==> src/rtl/iir2x_pkg.sv <==
// Package: shared coefficient arithmetic for the two-lane look-ahead filter.
// Coefficients are scaled by 2^(2*frac) so that a, a(1-a) and (1-a)^2 are
// all exact integers: no coefficient rounding is introduced.
package iir2x_pkg;

    // Weight of the current sample: a, scaled by 2^(2*frac).
    function automatic longint coef_near(input int aq, input int frac);
        return longint'(aq) << frac;
    endfunction

    // Weight of the sample one step back: a(1-a), scaled by 2^(2*frac).
    function automatic longint coef_far(input int aq, input int frac);
        return longint'(aq) * ((longint'(1) << frac) - longint'(aq));
    endfunction

    // Weight of the lane's own previous output: (1-a)^2, scaled by 2^(2*frac).
    function automatic longint coef_fb(input int aq, input int frac);
        longint b;
        b = (longint'(1) << frac) - longint'(aq);
        return b * b;
    endfunction

endpackage

==> src/rtl/iir2x_mac.sv <==
// Module: one lane of one look-ahead section (combinational).
// Computes y_next = (1-a)^2*y_fb + a(1-a)*x_far + a*x_near at full precision
// and rounds once (half up) to the state width.
// Assumes: coefficients carry FRAC2 fraction bits; the filter is stable, so
// the rounded result always fits in SW bits.
module iir2x_mac #(
    parameter int     SW    = 20,
    parameter int     CW    = 18,
    parameter int     FRAC2 = 16,
    parameter longint K_FB  = 36864,
    parameter longint K_FAR = 12288,
    parameter longint K_NR  = 16384
) (
    input  logic signed [SW-1:0] y_fb,
    input  logic signed [SW-1:0] x_far,
    input  logic signed [SW-1:0] x_near,
    output logic signed [SW-1:0] y_next
);
    localparam int PW = SW + CW + 2;
    localparam logic signed [PW-1:0] C_FB  = PW'(K_FB);
    localparam logic signed [PW-1:0] C_FAR = PW'(K_FAR);
    localparam logic signed [PW-1:0] C_NR  = PW'(K_NR);
    localparam logic signed [PW-1:0] RND   = PW'(longint'(1) << (FRAC2 - 1));

    logic signed [PW-1:0] fb_x;
    logic signed [PW-1:0] far_x;
    logic signed [PW-1:0] near_x;
    logic signed [PW-1:0] acc;

    // Sign-extend the operands, sum the three products, round once.
    always_comb begin
        fb_x   = PW'(y_fb);
        far_x  = PW'(x_far);
        near_x = PW'(x_near);
        acc    = fb_x * C_FB + far_x * C_FAR + near_x * C_NR + RND;
        y_next = SW'(acc >>> FRAC2);
    end

endmodule

==> src/rtl/iir2x_stage.sv <==
// Module: one single-pole section in two-lane look-ahead form.
// Lane 0 produces y(2n)   = b^2*y(2n-2) + ab*x(2n-1) + a*x(2n)
// Lane 1 produces y(2n+1) = b^2*y(2n-1) + ab*x(2n)   + a*x(2n+1)
// where b = 1-a. Each lane feeds back only onto itself through one register.
// x(2n-1) is the late-lane sample of the previous accepted pair, held here.
// Assumes: in_vld is a per-clock strobe; state advances only when it is high.
module iir2x_stage #(
    parameter int     SW    = 20,
    parameter int     CW    = 18,
    parameter int     FRAC2 = 16,
    parameter longint K_FB  = 36864,
    parameter longint K_FAR = 12288,
    parameter longint K_NR  = 16384
) (
    input  logic                 clk,
    input  logic                 rst_n,
    input  logic                 in_vld,
    input  logic signed [SW-1:0] x_e,
    input  logic signed [SW-1:0] x_o,
    output logic signed [SW-1:0] y_e,
    output logic signed [SW-1:0] y_o,
    output logic                 out_vld
);
    localparam int LANES = 2;

    logic signed [SW-1:0] y_q    [LANES];
    logic signed [SW-1:0] y_d    [LANES];
    logic signed [SW-1:0] far_w  [LANES];
    logic signed [SW-1:0] near_w [LANES];
    logic signed [SW-1:0] late_held;
    logic                 vld_q;

    // Route the one-back and current samples to each lane.
    assign far_w[0]  = late_held;
    assign near_w[0] = x_e;
    assign far_w[1]  = x_e;
    assign near_w[1] = x_o;

    for (genvar ln = 0; ln < LANES; ln++) begin : g_lane
        iir2x_mac #(
            .SW(SW), .CW(CW), .FRAC2(FRAC2),
            .K_FB(K_FB), .K_FAR(K_FAR), .K_NR(K_NR)
        ) u_mac (
            .y_fb  (y_q[ln]),
            .x_far (far_w[ln]),
            .x_near(near_w[ln]),
            .y_next(y_d[ln])
        );
    end

    // Register lane states, the held late sample and the valid strobe.
    always_ff @(posedge clk) begin
        if (!rst_n) begin
            y_q[0]    <= '0;
            y_q[1]    <= '0;
            late_held <= '0;
            vld_q     <= 1'b0;
        end else begin
            vld_q <= in_vld;
            if (in_vld) begin
                y_q[0]    <= y_d[0];
                y_q[1]    <= y_d[1];
                late_held <= x_o;
            end
        end
    end

    assign y_e     = y_q[0];
    assign y_o     = y_q[1];
    assign out_vld = vld_q;

endmodule

==> src/rtl/iir2x_outfmt.sv <==
// Module: converts a state word (GW guard bits) to an output sample.
// Rounds half up, then saturates to the signed DW-bit range.
// Assumes: GW >= 1 and SW > DW + GW.
module iir2x_outfmt #(
    parameter int SW = 20,
    parameter int DW = 12,
    parameter int GW = 6
) (
    input  logic signed [SW-1:0] st,
    output logic signed [DW-1:0] q
);
    localparam int SW1 = SW + 1;
    localparam logic signed [SW:0] HALF = SW1'(longint'(1) << (GW - 1));
    localparam logic signed [SW:0] MAXV = SW1'((longint'(1) << (DW - 1)) - 1);
    localparam logic signed [SW:0] MINV = -MAXV - SW1'(1);

    logic signed [SW:0] sum;
    logic signed [SW:0] shd;

    // Round away the guard bits and clamp to the sample range.
    always_comb begin
        sum = SW1'(st) + HALF;
        shd = sum >>> GW;
        if (shd > MAXV)      q = DW'(MAXV);
        else if (shd < MINV) q = DW'(MINV);
        else                 q = DW'(shd);
    end

endmodule

==> src/rtl/iir2x_lookahead.sv <==
// Module: top of the two-lane look-ahead IIR low-pass cascade.
// Takes two consecutive samples per clock (early = even, late = odd), runs
// NUM_STAGES look-ahead sections in series, and returns both filtered lanes
// NUM_STAGES clocks later with a matching valid strobe.
// Assumes: 0 < ALPHA_Q < 2^COEF_FRAC; inputs are plain signed DATA_W values.
module iir2x_lookahead #(
    parameter int DATA_W     = 12,
    parameter int GUARD_W    = 6,
    parameter int COEF_FRAC  = 8,
    parameter int ALPHA_Q    = 64,
    parameter int NUM_STAGES = 2
) (
    input  logic                     clk,
    input  logic                     rst_n,
    input  logic                     in_valid,
    input  logic signed [DATA_W-1:0] in_early,
    input  logic signed [DATA_W-1:0] in_late,
    output logic                     out_valid,
    output logic signed [DATA_W-1:0] out_early,
    output logic signed [DATA_W-1:0] out_late,
    output logic                     loop_gain_shift
);
    import iir2x_pkg::*;

    localparam int     SW    = DATA_W + GUARD_W + 2;
    localparam int     CW    = 2 * COEF_FRAC + 2;
    localparam int     FRAC2 = 2 * COEF_FRAC;
    localparam longint K_FB  = coef_fb(ALPHA_Q, COEF_FRAC);
    localparam longint K_FAR = coef_far(ALPHA_Q, COEF_FRAC);
    localparam longint K_NR  = coef_near(ALPHA_Q, COEF_FRAC);

    logic signed [SW-1:0] st_e [NUM_STAGES+1];
    logic signed [SW-1:0] st_o [NUM_STAGES+1];
    logic                 st_v [NUM_STAGES+1];

    // Widen the input samples into state format (guard bits appended).
    assign st_e[0] = SW'(in_early) <<< GUARD_W;
    assign st_o[0] = SW'(in_late) <<< GUARD_W;
    assign st_v[0] = in_valid;

    for (genvar s = 0; s < NUM_STAGES; s++) begin : g_stage
        iir2x_stage #(
            .SW(SW), .CW(CW), .FRAC2(FRAC2),
            .K_FB(K_FB), .K_FAR(K_FAR), .K_NR(K_NR)
        ) u_stage (
            .clk    (clk),
            .rst_n  (rst_n),
            .in_vld (st_v[s]),
            .x_e    (st_e[s]),
            .x_o    (st_o[s]),
            .y_e    (st_e[s+1]),
            .y_o    (st_o[s+1]),
            .out_vld(st_v[s+1])
        );
    end

    iir2x_outfmt #(.SW(SW), .DW(DATA_W), .GW(GUARD_W)) u_fmt_early (
        .st(st_e[NUM_STAGES]),
        .q (out_early)
    );

    iir2x_outfmt #(.SW(SW), .DW(DATA_W), .GW(GUARD_W)) u_fmt_late (
        .st(st_o[NUM_STAGES]),
        .q (out_late)
    );

    assign out_valid       = st_v[NUM_STAGES];
    // Two samples per clock doubles the loop rate: halve the integral gain.
    assign loop_gain_shift = 1'b1;

endmodule

==> config.mk <==
export PLATFORM = sky130hd
export DESIGN_NAME = iir2x_lookahead
export DESIGN_NICKNAME = d
export VERILOG_FILES = /design/src/rtl/iir2x_pkg.sv /design/src/rtl/iir2x_mac.sv /design/src/rtl/iir2x_stage.sv /design/src/rtl/iir2x_outfmt.sv /design/src/rtl/iir2x_lookahead.sv
export SDC_FILE = /design/constraint.sdc
export NUM_CORES = 1
export LEC_CHECK = 0
export BUFFER_PORTS_ARGS = -buffer_cell sky130_fd_sc_hd__buf_4
export CORE_ASPECT_RATIO = 0.7
export CORE_UTILIZATION = 59
export DETAILED_ROUTE_END_ITERATION = 16
export GPL_ROUTABILITY_DRIVEN = 0
export PLACE_DENSITY = 0.77
export REMOVE_ABC_BUFFERS = 1
export SYNTH_ARGS = -nofsm -noshare
export SYNTH_HDL_FRONTEND = slang
export SYNTH_SLANG_ARGS = --single-unit
==> constraint.sdc <==
create_clock -name clk -period 5.37 [get_ports clk]
set_clock_uncertainty 0.2 [all_clocks]
set_input_delay 0 -clock clk [delete_from_list [all_inputs] [get_ports clk]]
set_output_delay 0 -clock clk [all_outputs]
set_load 0.005 [all_outputs]
==> flow_summary.yaml, run 1 <==
routing:
  vias: 15600
  drc: 0
  wl_per_cell_um: 18.0
  final_antenna_net_count: 0
  totalWireLength_um: 47800
  viasPerCell: 5.85
  dr.pass1.iters: 5
  drtIter0Drc: 1003
hold_path:
  min_to: "g_stage[0].u_stage.y_q[0][23]"
  min_from: "in_early[1]"
  hold_path.class: "in2reg"
  hold_depth: 6
yosys:
  ys_warn_count: 0
  syn_inst: 1894
  avgSynthCellArea_um2: 9.22
  yosys-top-cells-area: "ha_1 (28%), edfxtp_1 (14%), fa_1 (9.2%)"
  ys_top_cells_by_count: "ha_1 (391), inv_1 (167), nor2_1 (156), xnor2_1 (134), a21oi_1 (100)"
  syn_area_um2: 17500
  yosys_most_used_dff: "edfxtp_1"
  synthDistinctLibCells: 68
  synth-edff-count: 80
  synth_seq_cells: 114
  seq_area_frac_synth_pct: 17.7
  synth_top_area_share_pct: 28.0
  async_flop_share_pct: 0
  synthMostInstantiatedCell: "ha_1"
  synth_area_leader_cell: "ha_1"
final_layout:
  multi_input_area_um2: 15000
  fin_cells: 2660
  fill_cells: 1805
  syn2layout_area_growth_pct: 30.7
  final_cell_area_um2: 22800
  drive_gt1_share_pct: 25.2
  final_nets: 2767
  area.sequential_um2: 3090
  diodes: 0
global_routing:
  grt_max_degree: 41
  grt_usage_pct: 30.0
  grt_overflow: 0
  grt_pass1_wl_um: 73600
  antenna_found_initial: 0
  grt_pass1_vias: 15800
floorplanning:
  start_util_pct: 60.2
  ios: 53
  rows: 52
  die_height_um: 146
  coreArea_um2: 29000
  design.die.area_um2: 30300
  die_w_um: 208
critical_path:
  r2r-start: "g_stage[0].u_stage.y_q[0][3]"
  cp_slowest_stage_delay_ns: 0.53
  slowest_stage: "fa_1"
  crit_arrival_ns: 5.72
  critPathBufInv: 5
  crit_type: "reg2reg"
  cp.required_ns: 5.36
  critical_path.most_common_cell: "a21o_1"
  timing.rr.end: "g_stage[0].u_stage.y_q[0][19]"
  path_delay_family: "compound AO/OA/AOI/OAI gates"
  path_depth: 27
  rrSetupSlack_ns: -0.36
  start_kind: "register"
  crit_fanout: 3
  critPathCaptureType: "register"
  reg2reg_depth: 27
sta:
  grt_setup_unrepaired: "true"
  fin_crit_ns: 5.73
  worst_pin_slew_ns: 1.27
  fmax_mhz: 175
  worst_slack_ns: -0.359
  hold_viol: 0
  finalSetupViolCount: 15
  slew_headroom_pct: 14.5
  period_share_pct: 107
  finalMaxSlewViolations: 0
clock_network:
  cts.sinks: 114
  numCtsBuffers: 17
  cts_tree: "yes"
  cts.path.max_buffers: 2
  path_clk_slew_ns: 0.06
  htreeDepth: 4
  cts_root_buf: "clkbuf_16"
  clk_latency_ns: 0.44
job:
  cap_violations: 0
place:
  dpl_cell_area_um2: 20000
  place_inst: 2540
  hpwl_um: 34000
  portBuffers: 51
run_status:
  failed_checks: "negative setup slack"
  status: "finished, violations left"
through the flow:
stage | hold WS (ns) | util, % | setup TNS, ns | setup slack (ns)
6_report | 0.212 | 78.7 | -2.92 | -0.359
5_1_grt | 0.215 | 78.7 | -6.66 | -0.559
4_1_cts | 0.196 | 75.5 | -0.971 | -0.224
3_5_place_dp | 0.0797 | 69.0 | -6.08 | -0.642
3_3_place_gp | 0.0668 | 69.0 | -4.03 | -0.507
2_1_floorplan | -0.0718 | - | -1.71 | -0.412
cell usage in the layout (no fill, tap or decap), drive strengths merged, types with 62 or more instances in the layout:
cell type	netlist	routed
ha	391	391
xor2	81	81
buf	3	340
nand2	62	62
nor2	156	156
a21oi	101	101
edfxtp	80	80
xnor2	135	135
fa	80	80
inv	167	167
o21ai	89	89
sequential cells by signal (all words and copies together), names as in the netlist:
| name | count |
|---|---|
| g_stage.u_stage.y_q | 80 |
| g_stage.u_stage.late_held | 32 |
| g_stage.u_stage.out_vld | 2 |
kinds of logic after synthesis:
family	synth area share (%)
other	0.0215
DFF	17.7
buffers and inverters	4.11
adders and majority gates	37.2
and+or+nand+nor	13.4
muxes	1.95
xor gates and xnor gates	11.0
AOI/OAI and AO/OA	14.6
layout make-up:
type | instances | share of cell area [%]
clock inverters | 12 | 0.718
flip-flops and latches | 114 | 13.5
repair buffers | 379 | 13.1
inverters | 167 | 2.75
multi-input cells | 1590 | 65.8
well taps | 378 | 2.07
clock buffers | 20 | 1.96
routing by layer:
layer	share of wire [%]	track usage (%)
met2	50	54.2
met3	5.4	3.30
met4	1.6	6.70
met5	0	0
met1	43	38.5
worst reg2reg max path, cell delays in order, from the launching register on:
cell	delay [ns]
edfxtp_1	0.45
buf_6	0.16
buf_4	0.14
ha_4	0.16
ha_4	0.16
fa_2	0.37
a21o_1	0.21
a21oi_2	0.21
o21bai_2	0.12
a211oi_2	0.30
buf_4	0.16
o31ai_2	0.06
o41a_1	0.36
a21o_1	0.19
a21oi_2	0.13
xor2_1	0.11
fa_1	0.53
inv_2	0.05
ha_4	0.28
buf_4	0.13
nand3_1	0.13
nand2_2	0.14
nor2_2	0.05
a211oi_2	0.24
a21o_1	0.16
a21o_1	0.13
xnor2_1	0.11
nor2_1	0.06
worst max path at each step:
stage	from	endpoint
2_1_floorplan	g_stage[0].u_stage.y_q[0][3]	g_stage[1].u_stage.y_q[0][39]
3_3_place_gp	g_stage[0].u_stage.y_q[0][2]	g_stage[1].u_stage.y_q[0][39]
3_5_place_dp	g_stage[0].u_stage.y_q[0][2]	g_stage[1].u_stage.y_q[0][39]
4_1_cts	g_stage[1].u_stage.late_held[2]	g_stage[1].u_stage.y_q[0][19]
5_1_grt	g_stage[0].u_stage.y_q[0][3]	g_stage[0].u_stage.y_q[0][19]
6_report	g_stage[0].u_stage.y_q[0][3]	g_stage[0].u_stage.y_q[0][19]
what timing repair did:
| action | 4_1_cts | 5_1_grt |
|---|---|---|
| hold endpoints to repair | 37 | 0 |
| cloned | 0 | 0 |
| hold buffers | 39 | 0 |
| resized for setup | 121 | 124 |
| pin swaps | 103 | 91 |
| endpoints found under the setup margin | 23 | 26 |
| buffers inserted | 33 | 18 |
Power of run 1 is left out: the tool's default activity adds up to more than one toggle a clock period on the data nets, which glitch-free logic cannot reach.
==> run 2, diff against run 1 <==
==> constraint.sdc (replaced) <==
create_clock -name clk -period 5.37 [get_ports clk]
set_clock_uncertainty 0.2 [all_clocks]
set_input_delay 0.537 -clock clk [delete_from_list [all_inputs] [get_ports clk]]
set_output_delay 0.537 -clock clk [all_outputs]
set_load 0.005 [all_outputs]
==> run 2 against run 1 <==
The flow still finishes with violations (negative setup slack). Count of clock-buffer cells in the layout is 2 higher. Final area is 2.3% lower. Hold slack worse by 0.048 ns. First-iteration DRC count is 13% lower. Core utilization is 1.8 points lower. Global-route usage is 0.23 points lower. Register-to-register slack better by 0.06 ns. Non-clock buffer count is 32 lower. Setup slack better by 0.062 ns. Critical path type unchanged.
==> flow_summary.yaml, run 2 (synthesis results as in run 1) <==
run_status:
  status: "finished, violations left"
  failed_checks: "negative setup slack"
routing:
  final_antenna_net_count: 0
  viasPerCell: 5.84
  wl_per_cell_um: 17.5
  drc: 0
  drtIter0Drc: 877
  vias: 15400
  totalWireLength_um: 46000
  dr.pass1.iters: 5
final_layout:
  post-route-util_pct: 76.8
  layout_commonest_cell: "ha_1"
  largest_reg_flops: 80
  fill_cells: 1903
  drive_gt1_share_pct: 25.1
  regMostFlops: "g_stage.u_stage.y_q"
  syn2layout_area_growth_pct: 27.7
  final_nets: 2735
  diodes: 0
  mostFrequentLayoutCells: "ha_1 (341), buf_4 (337), inv_1 (162)"
floorplanning:
  start_util_pct: 60.2
  coreArea_um2: 29000
  die_height_um: 146
  die_w_um: 208
  design.die.area_um2: 30300
  ios: 53
  rows: 52
global_routing:
  grt_usage_pct: 29.7
  grt_pass1_wl_um: 72600
  grt_overflow: 0
  antenna_found_initial: 1
  grt_pass1_vias: 15700
  grt_max_degree: 41
job:
  cap_violations: 0
clock_network:
  htreeDepth: 4
  cts_tree: "yes"
  path_clk_slew_ns: 0.06
  numCtsBuffers: 17
  cts.path.max_buffers: 2
  cts_root_buf: "clkbuf_16"
  clk_latency_ns: 0.44
  cts.sinks: 114
critical_path:
  cp_cell_sequence: "buf_6 -> ha_4 -> ha_4 -> a21o_1 -> a21oi_2 -> o21bai_2 -> a211oi_2 -> o31ai_2 -> o41a_1 -> o21ai_2 -> nor2b_4 -> o21ai_2 -> xnor2_1 -> fa_1 -> inv_1 -> ha_1 -> ha_2 -> or3_4 -> a211oi_4 -> nor3_4 -> a2111oi_4 -> buf_4 -> xnor2_2 -> nor2_1"
  crit_type: "reg2reg"
  critPathBufInv: 3
  path_delay_family: "compound AO/OA/AOI/OAI gates"
  slowest_stage: "fa_1"
  start_kind: "register"
  crit_arrival_ns: 5.63
  crit_fanout: 3
  cp_slowest_stage_delay_ns: 0.49
  critPathCaptureType: "register"
  cp.required_ns: 5.33
sta:
  worst_pin_slew_ns: 1.10
  fin_crit_ns: 5.67
  whs_ns: 0.165
  slew_headroom_pct: 27.0
  grt_setup_unrepaired: "true"
  finalSetupViolCount: 12
  worst_slack_ns: -0.297
  hold_viol: 0
  period_share_pct: 106
  finalMaxSlewViolations: 0
  fin_tns_setup_ns: -2.01
  fmax_mhz: 176
place:
  hpwl_um: 34100
  portBuffers: 51
hold_path:
  hold_path.class: "in2reg"
-- run 2: layer usage --
layer	GRT usage, %	share of wire (%)	vias up
met2	53.1	49	418
met4	8.19	2.0	2
met1	37.1	43	7370
met3	4.86	5.8	105
li1	-	-	7460
met5	0	0.017	-
-- run 2: path summary, 6_finish.rpt --
| kind | startpoint | endpoint | slack (ns) | cells past startpoint |
|---|---|---|---|---|
| worst min-delay path | in_late[0] | g_stage[0].u_stage.late_held[6] | 0.16 | 3 |
| worst max-delay path | g_stage[0].u_stage.y_q[0][3] | g_stage[1].u_stage.y_q[0][37] | -0.30 | 24 |
| worst max register to register | g_stage[0].u_stage.y_q[0][3] | g_stage[1].u_stage.y_q[0][37] | -0.30 | 24 |
| worst min register to register | g_stage[1].u_stage.late_held[10] | g_stage[1].u_stage.late_held[10] | 0.35 | 2 |
-- run 2: cell type report --
cell class                 count  area (um2)  area share [%]
multi-input combinational   1590       14900            66.6
clock buffer                  22         518            2.32
sequential                   114        3090            13.9
inverter                     167         627            2.81
tap                          378         473            2.12
clock inverter                10        95.1           0.426
timing repair buffer         347        2640            11.9
-- run 2: worst reg2reg max path: stages, from the launching register on --
cell	delay (ns)
edfxtp_1	0.41
buf_6	0.15
ha_4	0.24
ha_4	0.23
a21o_1	0.16
a21oi_2	0.18
o21bai_2	0.12
a211oi_2	0.26
o31ai_2	0.11
o41a_1	0.39
o21ai_2	0.17
nor2b_4	0.19
o21ai_2	0.08
xnor2_1	0.14
fa_1	0.49
inv_1	0.04
ha_1	0.27
ha_2	0.18
or3_4	0.35
a211oi_4	0.31
nor3_4	0.07
a2111oi_4	0.29
buf_4	0.19
xnor2_2	0.10
nor2_1	0.06
-- run 2: repair_timing --
item                                    4_1_cts  5_1_grt
gates cloned                                  0        0
endpoints found under the setup margin       23       26
setup buffers                                37       21
pin swaps                                   111       86
hold buffers                                  0        0
gates resized for setup                     133       88
-- run 2: per-stage QoR --
step,setup slack (ns),cell area [um2],instances
after floorplan,-0.412,17400,1871
after global routing,-0.458,22300,2628
after detailed placement,-0.674,20100,2543
final,-0.297,22300,2628
after global placement,-0.529,20100,2543
after CTS,-0.174,21600,2612
Power of run 2 is left out for the same reason.
